<file path="src/rtl/wdog_pkg.sv">
package wdog_pkg;

   typedef struct packed {
      logic       steer;
      logic [4:0] mult;
      logic [1:0] res;
   } wdog_cfg_t;

   // Number of 1/16 s steps selected by a resolution code
   function automatic int unsigned res_steps(input logic [1:0] code);
      case (code)
         2'b00:   return 1;
         2'b01:   return 4;
         2'b10:   return 16;
         default: return 64;
      endcase
   endfunction

endpackage

</file>
<file path="src/rtl/wdog_cfg_reg.sv">
module wdog_cfg_reg
   import wdog_pkg::*;
(
   input  logic       clk,
   input  logic       rst_n,
   input  logic       wr_ok,
   input  logic [7:0] wr_data,
   input  logic       pwr_down,
   input  logic       clr,
   input  logic       expire,
   output wdog_cfg_t  cfg,
   output logic       armed
);

   always_ff @(posedge clk or negedge rst_n) begin
      if (!rst_n) begin
         cfg   <= '0;
         armed <= 1'b0;
      end else if (pwr_down || clr) begin
         cfg   <= '0;
         armed <= 1'b0;
      end else if (wr_ok) begin
         cfg   <= wdog_cfg_t'(wr_data);
         armed <= (wr_data[6:2] != 5'd0);
      end else if (expire) begin
         armed <= 1'b0;
      end
   end

   // a running countdown always has a non-zero multiplier behind it
   p_armed_mult_r4: assert property (@(posedge clk) disable iff (!rst_n)
      armed |-> (cfg.mult != 5'd0));

endmodule

</file>
<file path="src/rtl/wdog_count.sv">
module wdog_count
   import wdog_pkg::*;
#(
   parameter int unsigned SUB_DIV = 4
) (
   input  logic       clk,
   input  logic       rst_n,
   input  logic       restart,
   input  logic       run,
   input  logic       tick_en,
   input  logic [1:0] res,
   input  logic [4:0] mult,
   output logic       expire
);

   localparam int unsigned MAX_UNIT = SUB_DIV * 64;
   localparam int          PW       = $clog2(MAX_UNIT + 1);

   logic [PW-1:0] pre_cnt;
   logic [PW-1:0] unit_last;
   logic [4:0]    step_cnt;
   logic          unit_wrap;

   always_comb begin
      unit_last = PW'(SUB_DIV * res_steps(res) - 1);
      unit_wrap = run && !restart && tick_en && (pre_cnt == unit_last);
      expire    = unit_wrap && ((step_cnt + 5'd1) == mult);
   end

   always_ff @(posedge clk or negedge rst_n) begin
      if (!rst_n) begin
         pre_cnt  <= '0;
         step_cnt <= '0;
      end else if (restart || !run) begin
         pre_cnt  <= '0;
         step_cnt <= '0;
      end else if (tick_en) begin
         if (pre_cnt == unit_last) begin
            pre_cnt  <= '0;
            step_cnt <= expire ? 5'd0 : step_cnt + 5'd1;
         end else begin
            pre_cnt <= pre_cnt + 1'b1;
         end
      end
   end

   // the step counter never passes the programmed multiplier
   p_step_bound_r2: assert property (@(posedge clk) disable iff (!rst_n)
      run |-> (step_cnt < mult));

endmodule

</file>
<file path="src/rtl/wdog_rst_pulse.sv">
module wdog_rst_pulse #(
   parameter int unsigned RST_TICKS = 6
) (
   input  logic clk,
   input  logic rst_n,
   input  logic start,
   input  logic tick_en,
   output logic active,
   output logic done
);

   localparam int CW = $clog2(RST_TICKS + 1);

   always_ff @(posedge clk or negedge rst_n) begin
      if (!rst_n)             active <= 1'b0;
      else if (done)          active <= 1'b0;
      else if (start)         active <= 1'b1;
   end

   generate
      if (RST_TICKS == 1) begin : g_single
         assign done = active && tick_en;
      end else begin : g_multi
         logic [CW-1:0] cnt;
         assign done = active && tick_en && (cnt == CW'(RST_TICKS - 1));
         always_ff @(posedge clk or negedge rst_n) begin
            if (!rst_n)                cnt <= '0;
            else if (!active || done)  cnt <= '0;
            else if (tick_en)          cnt <= cnt + 1'b1;
         end
         // the pulse counter stays inside the programmed length
         p_cnt_bound_r7: assert property (@(posedge clk) disable iff (!rst_n)
            active |-> (cnt < CW'(RST_TICKS)));
      end
   endgenerate

endmodule

</file>
<file path="src/rtl/wdog_steer.sv">
module wdog_steer
   import wdog_pkg::*;
#(
   parameter int unsigned SUB_DIV   = 4,
   parameter int unsigned RST_TICKS = 6
) (
   input  logic       clk,
   input  logic       rst_n,
   input  logic       tick_en,
   input  logic       wr_en,
   input  logic [7:0] wr_data,
   input  logic       flag_rd,
   input  logic       pwr_down,
   output logic       wd_irq,
   output logic       wd_rst_n,
   output logic       wd_flag,
   output logic [7:0] cfg_q,
   output logic       ft_block,
   output logic       ft_clr
);

   generate
      if (SUB_DIV < 1) begin : g_bad_div
         $error("SUB_DIV must be at least 1");
      end
      if (RST_TICKS < 1) begin : g_bad_pulse
         $error("RST_TICKS must be at least 1");
      end
   endgenerate

   wdog_cfg_t cfg;
   logic      armed;
   logic      wr_ok;
   logic      fire;
   logic      run;
   logic      pulse_active;
   logic      pulse_done;

   assign wr_ok = wr_en && !pwr_down;
   assign run   = armed && !pwr_down;

   wdog_cfg_reg u_cfg (
      .clk      (clk),
      .rst_n    (rst_n),
      .wr_ok    (wr_ok),
      .wr_data  (wr_data),
      .pwr_down (pwr_down),
      .clr      (pulse_done),
      .expire   (fire),
      .cfg      (cfg),
      .armed    (armed)
   );

   wdog_count #(.SUB_DIV(SUB_DIV)) u_count (
      .clk     (clk),
      .rst_n   (rst_n),
      .restart (wr_ok),
      .run     (run),
      .tick_en (tick_en),
      .res     (cfg.res),
      .mult    (cfg.mult),
      .expire  (fire)
   );

   wdog_rst_pulse #(.RST_TICKS(RST_TICKS)) u_pulse (
      .clk     (clk),
      .rst_n   (rst_n),
      .start   (fire && cfg.steer),
      .tick_en (tick_en),
      .active  (pulse_active),
      .done    (pulse_done)
   );

   always_ff @(posedge clk or negedge rst_n) begin
      if (!rst_n) begin
         wd_irq  <= 1'b0;
         wd_flag <= 1'b0;
         ft_clr  <= 1'b0;
      end else begin
         ft_clr <= pulse_done;
         if (pwr_down || (wr_ok && wr_data == 8'h00)) wd_irq <= 1'b0;
         else if (fire && !cfg.steer)                 wd_irq <= 1'b1;
         if (fire)         wd_flag <= 1'b1;
         else if (flag_rd) wd_flag <= 1'b0;
      end
   end

   assign cfg_q    = cfg;
   assign wd_rst_n = !pulse_active;
   assign ft_block = wd_irq || (!cfg.steer && cfg.mult != 5'd0);

   // an accepted write lands in the control byte
   p_cfg_write_r1: assert property (@(posedge clk) disable iff (!rst_n)
      (wr_ok && !pulse_done) |=> (cfg_q == $past(wr_data)));
   // interrupt holds unless cleared by a zero write or power-down
   p_irq_hold_r5: assert property (@(posedge clk) disable iff (!rst_n)
      (wd_irq && !pwr_down && !(wr_ok && wr_data == 8'h00)) |=> wd_irq);
   p_irq_clear_r5: assert property (@(posedge clk) disable iff (!rst_n)
      (wr_ok && wr_data == 8'h00) |=> !wd_irq);
   // every expiry leaves the flag set
   p_flag_set_r6: assert property (@(posedge clk) disable iff (!rst_n)
      fire |=> wd_flag);
   // the reset pulse only starts from a reset-steered expiry
   p_pulse_src_r7: assert property (@(posedge clk) disable iff (!rst_n)
      $fell(wd_rst_n) |-> $past(fire && cfg.steer));
   // the frequency-test clear coincides with a cleared byte
   p_ftclr_cfg_r8: assert property (@(posedge clk) disable iff (!rst_n)
      ft_clr |-> (cfg_q == 8'h00));
   // power-down clears the byte and the interrupt
   p_pwr_clear_r9: assert property (@(posedge clk) disable iff (!rst_n)
      pwr_down |=> (cfg_q == 8'h00 && !wd_irq));

endmodule

</file>
<file path="config.mk">
export PLATFORM = sky130hd
export DESIGN_NAME = wdog_steer
export DESIGN_NICKNAME = d
export VERILOG_FILES = /design/src/rtl/wdog_pkg.sv /design/src/rtl/wdog_cfg_reg.sv /design/src/rtl/wdog_count.sv /design/src/rtl/wdog_rst_pulse.sv /design/src/rtl/wdog_steer.sv
export SDC_FILE = /design/constraint.sdc
export NUM_CORES = 1
export LEC_CHECK = 0
export BUFFER_PORTS_ARGS = -buffer_cell sky130_fd_sc_hd__buf_2
export CORE_MARGIN = 5
export CORE_UTILIZATION = 50
export CTS_CLUSTER_SIZE = 10
export DETAILED_ROUTE_END_ITERATION = 16
export PLACE_DENSITY_LB_ADDON = 0.05
export SKIP_LAST_GASP = 1
export SYNTH_ARGS = -nofsm -noshare
export SYNTH_HDL_FRONTEND = slang
export SYNTH_SLANG_ARGS = --single-unit
</file>
<file path="constraint.sdc">
create_clock -name clk -period 3.6 [get_ports clk]
set_clock_uncertainty 0.2 [all_clocks]
set_input_delay 0.18 -clock clk [delete_from_list [all_inputs] [get_ports clk]]
set_output_delay 0.18 -clock clk [all_outputs]
set_load 0.05 [all_outputs]
</file>
==> out/qor.yml, run 1 <==
status: "finished, final reports clean"
grt_antenna_before_repair: 0
core_region_area_um2: 3053
clock_latency_ns: 0.34
pwr_density_cell_nw_per_um2: 363.5
hold_class: "in -> reg"
grt_max_degree: 31
max_freq_mhz: 407.4
grt_pass1_wl_um: 6651
wirelength_um: 3739
yosys_warnings: 0
start_util_pct: 52.30
critical_path_class: "reg -> reg"
viasPerCell: 5.560
synthCells: 161
clk_path_buf_depth: 2
crit_arrival_ns: 2.49
timing.final.ws_setup_ns: 1.145
hold_viol: 0
required_ns: 3.63
tritoncts: "yes"
synth_top_area_cell: "dfrtp_1"
ir_drop_uv: 286.7
end_kind: "flip-flop"
overflow: 0
slew_headroom_pct: 24.60
ctsResizeCount: 0
synth_top_area_share_pct: 47.02
layout.cells.most_common: "dfrtp_1"
slowest_delay_ns: 0.51
synth_ff_type: "dfrtp_1"
antennaDiodeCount: 0
clockRootBuffer: "clkbuf_4"
via_count: 1390
worstHoldStart: "wr_en"
syn2layout_area_growth_pct: 23.98
wl_per_cell_um: 14.96
ff2ff_path_depth: 5
synth_cell_types: 41
ys_seq_area_share_pct: 47.02
fp.dieArea_um2: 4423
dp_hpwl_um: 2686
synth-edff-count: 0
cpMaxStageDelayCell: "or4b_4"
reg2reg_from: "u_count.step_cnt[0]$_DFFE_PN0P_"
worst_pin_slew_ns: 1.129
port_buffers: 26
rows: 20
cp-start-kind: "flip-flop"
clock_sinks: 30
setup_violations: 0
critPathMaxFanout: 6
min_to: "u_count.pre_cnt[7]$_DFFE_PN0P_"
dpl_cell_area_um2: 1782
place_congestion: 0.9360
ant_nets: 0
p_leak_nw: 0.9287
n_fill_cell: 266
holdPathStages: 3
ios: 27
rsz0062_at_grt: "no"
postCtsSetupBuffers: 0
rr_endpoint: "u_cfg.armed$_DFFE_PN0P_"
async_flop_share_pct: 100.0
first_global_vias: 1452
postSynthAreaPerCell_um2: 9.916
first_pass_iters: 4
place_ws_ns: 1.163
die_h_um: 66.51
fin_area_um2: 1979
total_power_w: 0.0007196
fin_crit_sh_pct: 68.19
drc: 0
numCtsBuffers: 5
syn_nets: 179
layout_common_cells: "30 x dfrtp_1, 26 x buf_2, 14 x nor2_1, 12 x dlygate4sd3_1"
die_w_um: 66.51
drtIter0Drc: 94
clkSlewWorstSetupHoldPaths_ns: 0.10
synth_seq_cells: 30
slew_violations: 0
r2r_slack_ns: 1.15
path_cells: "ha_1 -> xnor3_1 -> or4b_4 -> or2_1 -> a32o_1"
synth_area_leaders: "dfrtp_1 47%, a22o_1 4.4%, xor2_1 3.8%"
min_period_ns: 2.455
h-tree-depth: 2
finalSetupTns_ns: 0
drive_gt1_share_pct: 17.96
synth_area_um2: 1597
finish.net_count: 223
drv_cap: 0
grtUsageTotal_pct: 20.06
==> area by class of cell <==
type	count	area, µm²	area share (%)
timing repair buffer	39	257.7	13.02
multi-input combinational	122	812.0	41.02
clock inverter	3	40.04	2.023
clock buffer	5	37.54	1.896
sequential	30	750.7	37.93
tap	44	55.05	2.781
inverter	7	26.28	1.327
==> cells by family after synthesis <==
kind of cell | synth area share (%)
simple gates | 22.18
compound gates | 18.10
flops | 47.02
xor+xnor | 7.445
buf+inv | 2.116
fa+ha+maj | 3.135
==> sequential cells by signal, indices dropped and copies added (netlist names) <==
signal	flops
wd_irq	1
u_count.pre_cnt	9
ft_clr	1
u_pulse.active	1
u_pulse.g_multi.cnt	3
u_cfg.armed	1
u_cfg.cfg	8
u_count.step_cnt	5
wd_flag	1
==> cells in the mapped netlist (2+ instances only) <==
library cell,n
a21oi_1,9
xor2_1,7
nor3_1,6
inv_1,7
dfrtp_1,30
and2_1,2
o21ai_1,5
xnor2_1,4
nand4_1,2
o211a_1,2
nor2_1,14
ha_1,4
o21ai_0,4
nand3_1,9
or3_1,3
nor3b_1,3
a22o_1,8
nand2b_1,3
nand2_1,9
clkbuf_1,2
o311ai_1,3
or4_1,3
a32oi_1,2
and3_1,3
==> power by group <==
group          switching [W]  internal, W  total (W)
sequential        0.00000958     0.000345   0.000355
clock               0.000123     0.000144   0.000266
combinational      0.0000631    0.0000356  0.0000987
==> layer usage <==
metal / track usage, % / share of wire, %
met1: 23.24 / 42
met5: 0 / 0
met2: 34.70 / 50
met3: 6.071 / 5.0
met4: 7.360 / 2.5
==> critical path, delay by kind of cell (launching register included) <==
family / cells / cell delay (ns)
AO/OA/AOI/OAI: 1 / 0.25
XOR/XNOR: 1 / 0.41
adder cells (fa/ha/maj): 1 / 0.27
flip-flops: 1 / 0.45
AND/OR/NAND/NOR: 2 / 0.78
==> worst max path at each step <==
stage / from / to / slack [ns] / cells past startpoint
6_report: u_count.step_cnt[0]$_DFFE_PN0P_ / u_cfg.armed$_DFFE_PN0P_ / 1.15 / 5
3_3_place_gp: u_count.step_cnt[0]$_DFFE_PN0P_ / u_cfg.armed$_DFFE_PN0P_ / 1.25 / 5
5_1_grt: u_cfg.cfg[0]$_DFFE_PN0P_ / u_count.step_cnt[4]$_DFFE_PN0P_ / 1.06 / 5
3_5_place_dp: u_count.step_cnt[0]$_DFFE_PN0P_ / u_cfg.armed$_DFFE_PN0P_ / 1.16 / 5
2_1_floorplan: u_cfg.cfg[0]$_DFFE_PN0P_ / u_cfg.armed$_DFFE_PN0P_ / 1.26 / 5
4_1_cts: u_count.step_cnt[0]$_DFFE_PN0P_ / u_cfg.armed$_DFFE_PN0P_ / 1.15 / 5
==> what timing repair did <==
action / 4_1_cts / 5_1_grt
setup endpoints to repair: 0 / 0
hold endpoints to repair: 43 / 0
hold buffers: 12 / 0
==> per-stage QoR <==
| step | hold WS (ns) | std cells | util (%) |
|---|---|---|---|
| floorplan | -0.3156 | 161 | - |
| global placement | 0.03770 | 230 | 58.36 |
| detailed placement | 0.05414 | 230 | 58.36 |
| CTS | 0.1116 | 250 | 64.84 |
| global route | 0.1448 | 250 | 64.84 |
| finish | 0.1281 | 250 | 64.84 |
No activity file was read; power rests on OpenSTA's default activity.
==> run 2, diff against run 1 <==
==> constraint.sdc (replaced) <==
create_clock -name clk -period 2.2 [get_ports clk]
set_clock_uncertainty 0.2 [all_clocks]
set_input_delay 0.11 -clock clk [delete_from_list [all_inputs] [get_ports clk]]
set_output_delay 0.11 -clock clk [all_outputs]
set_load 0.05 [all_outputs]
==> run 2 against run 1 <==
Non-clock buffer count increased by 12. Count of clock-buffer cells in the layout increased by 1. Critical path type unchanged. First-iteration DRC count decreased by 16%. Sequential cell count unchanged. Cell count increased by 4.8%. The flow now finishes with violations (negative setup slack). Clock power increased by 120%.
==> out/qor.yml, run 2 (synthesized netlist as in run 1, its figures left out) <==
pwr_density_cell_nw_per_um2: 616.6
min_period_ns: 2.223
wirelength_um: 4048
via_count: 1513
clkSlewWorstSetupHoldPaths_ns: 0.10
core_region_area_um2: 3053
grt_max_degree: 31
end_kind: "flip-flop"
clockRootBuffer: "clkbuf_4"
rsz0062_at_grt: "yes"
timing.final.ws_setup_ns: -0.02322
dp_hpwl_um: 2975
fin_crit_sh_pct: 101.1
max_freq_mhz: 449.8
min_to: "u_cfg.cfg[1]$_DFFE_PN0P_"
slew_headroom_pct: 55.37
syn2layout_area_growth_pct: 36.13
p_sw_share_pct: 23.88
grtUsageTotal_pct: 20.82
top_register: "u_count.pre_cnt"
port_buffers: 26
antennaDiodeCount: 0
required_ns: 2.22
grt_antenna_before_repair: 0
seq_power_share_pct: 43.4
finish.net_count: 235
critPathMaxFanout: 4
crit_arrival_ns: 2.25
reg_top3: "u_count.pre_cnt: 9 flops, u_cfg.cfg: 8 flops, u_count.step_cnt: 5 flops"
h-tree-depth: 2
r2r_slack_ns: -0.02
ant_nets: 0
p_leak_nw: 0.9997
rr_endpoint: "u_cfg.armed$_DFFE_PN0P_"
place_congestion: 0.9156
largest_reg_flops: 9
die_h_um: 66.51
drv_cap: 0
drive_gt1_share_pct: 29.82
ios: 27
ir_drop_uv: 451.9
postCtsSetupBuffers: 0
setup_violations: 2
start_util_pct: 52.30
layout_common_cells: "26 x buf_2, 23 x dfrtp_1, 14 x nor2_1, 13 x buf_4, 12 x dlygate4sd3_1"
place_ws_ns: -0.07361
p_int_w: 0.001020
fp.dieArea_um2: 4423
first_global_vias: 1555
rows: 20
holdPathStages: 3
p_switching_w: 0.0003200
slew_violations: 0
p_comb_share_pct: 13.4
cp-start-kind: "flip-flop"
grt_pass1_wl_um: 6906
clock_sinks: 30
hold_viol: 0
drc: 0
p_clk_share_pct: 43.3
clock_latency_ns: 0.33
overflow: 0
die_w_um: 66.51
n_fill_cell: 248
worst_pin_slew_ns: 0.6694
worstHoldStart: "wr_en"
hold_class: "in -> reg"
clk_path_buf_depth: 2
tritoncts: "yes"
wl_per_cell_um: 15.45
critical_path_class: "reg -> reg"
violations: "negative setup slack"
reg2reg_from: "u_count.step_cnt[1]$_DFFE_PN0P_"
viasPerCell: 5.775
drtIter0Drc: 79
status: "finished with violations"
first_pass_iters: 4
layout.cells.most_common: "buf_2"
numCtsBuffers: 5
whs_ns: 0.02062
ff2ff_path_depth: 6
-- run 2: final cells by class --
type | instances | area, µm² | area share, %
Multi-Input combinational cell | 122 | 873.3 | 40.18
Sequential cell | 30 | 759.5 | 34.95
Timing Repair Buffer | 51 | 347.8 | 16.00
Clock inverter | 2 | 60.06 | 2.763
Tap cell | 44 | 55.05 | 2.533
Clock buffer | 6 | 51.30 | 2.360
Inverter | 7 | 26.28 | 1.209
-- run 2: repair_timing --
action | in CTS | in global routing
hold buffers | 12 | 0
pin swaps | 5 | 3
hold endpoints to repair | 43 | 0
setup endpoints to repair | 10 | 18
cloned | 0 | 0
gates resized for setup | 2 | 6
-- run 2: worst max path at each step --
| stage | startpoint | endpoint | slack (ns) | cells past startpoint |
|---|---|---|---|---|
| 6_report | u_count.step_cnt[1]$_DFFE_PN0P_ | u_cfg.armed$_DFFE_PN0P_ | -0.02 | 6 |
| 4_1_cts | u_count.step_cnt[1]$_DFFE_PN0P_ | u_pulse.active$_DFFE_PN0P_ | -0.02 | 6 |
| 2_1_floorplan | u_count.step_cnt[0]$_DFFE_PN0P_ | u_cfg.armed$_DFFE_PN0P_ | 0.003 | 6 |
| 3_5_place_dp | u_pulse.g_multi.cnt[0]$_DFFE_PN0P_ | u_cfg.cfg[5]$_DFFE_PN0P_ | -0.07 | 5 |
| 5_1_grt | u_count.step_cnt[1]$_DFFE_PN0P_ | u_cfg.armed$_DFFE_PN0P_ | -0.08 | 6 |
| 3_3_place_gp | u_count.step_cnt[1]$_DFFE_PN0P_ | u_cfg.armed$_DFFE_PN0P_ | 0.02 | 6 |
-- run 2: power groups by stage --
stage | Sequential (W) | Combinational [W] | Clock, W
finish | 0.000581 | 0.000179 | 0.000580
global placement | 0.000590 | 0.000154 | 0
detailed placement | 0.000592 | 0.000159 | 0
CTS | 0.000581 | 0.000176 | 0.000588
global route | 0.000583 | 0.000195 | 0.000614
floorplan | 0.000618 | 0.0000678 | 0
-- run 2: per-layer routing --
layer / track usage [%] / up-vias / part of all wire, %
met5: 0 / - / 0
met4: 8.629 / 0 / 2.7
met3: 4.384 / 13 / 4.4
met2: 38.66 / 44 / 54
met1: 22.60 / 745 / 39
li1: - / 711 / -
-- run 2: through the flow --
stage	cells	util [%]	total power, W	instance area, µm²	setup TNS [ns]
floorplan	161	-	0.0006859	1623	0
CTS	262	70.16	0.001345	2142	-0.04057
global placement	242	62.17	0.0007446	1898	0
global route	262	71.19	0.001392	2173	-0.3778
detailed placement	242	62.17	0.0007505	1898	-0.5863
finish	262	71.19	0.001340	2173	-0.04425
-- run 2: critical path: stages (launching register included) --
cell and delay [ns]:
dfrtp_1 0.43, ha_4 0.30, xnor2_2 0.09, nand2_1 0.09
or4b_4 0.56, or2_1 0.24, a32o_1 0.22
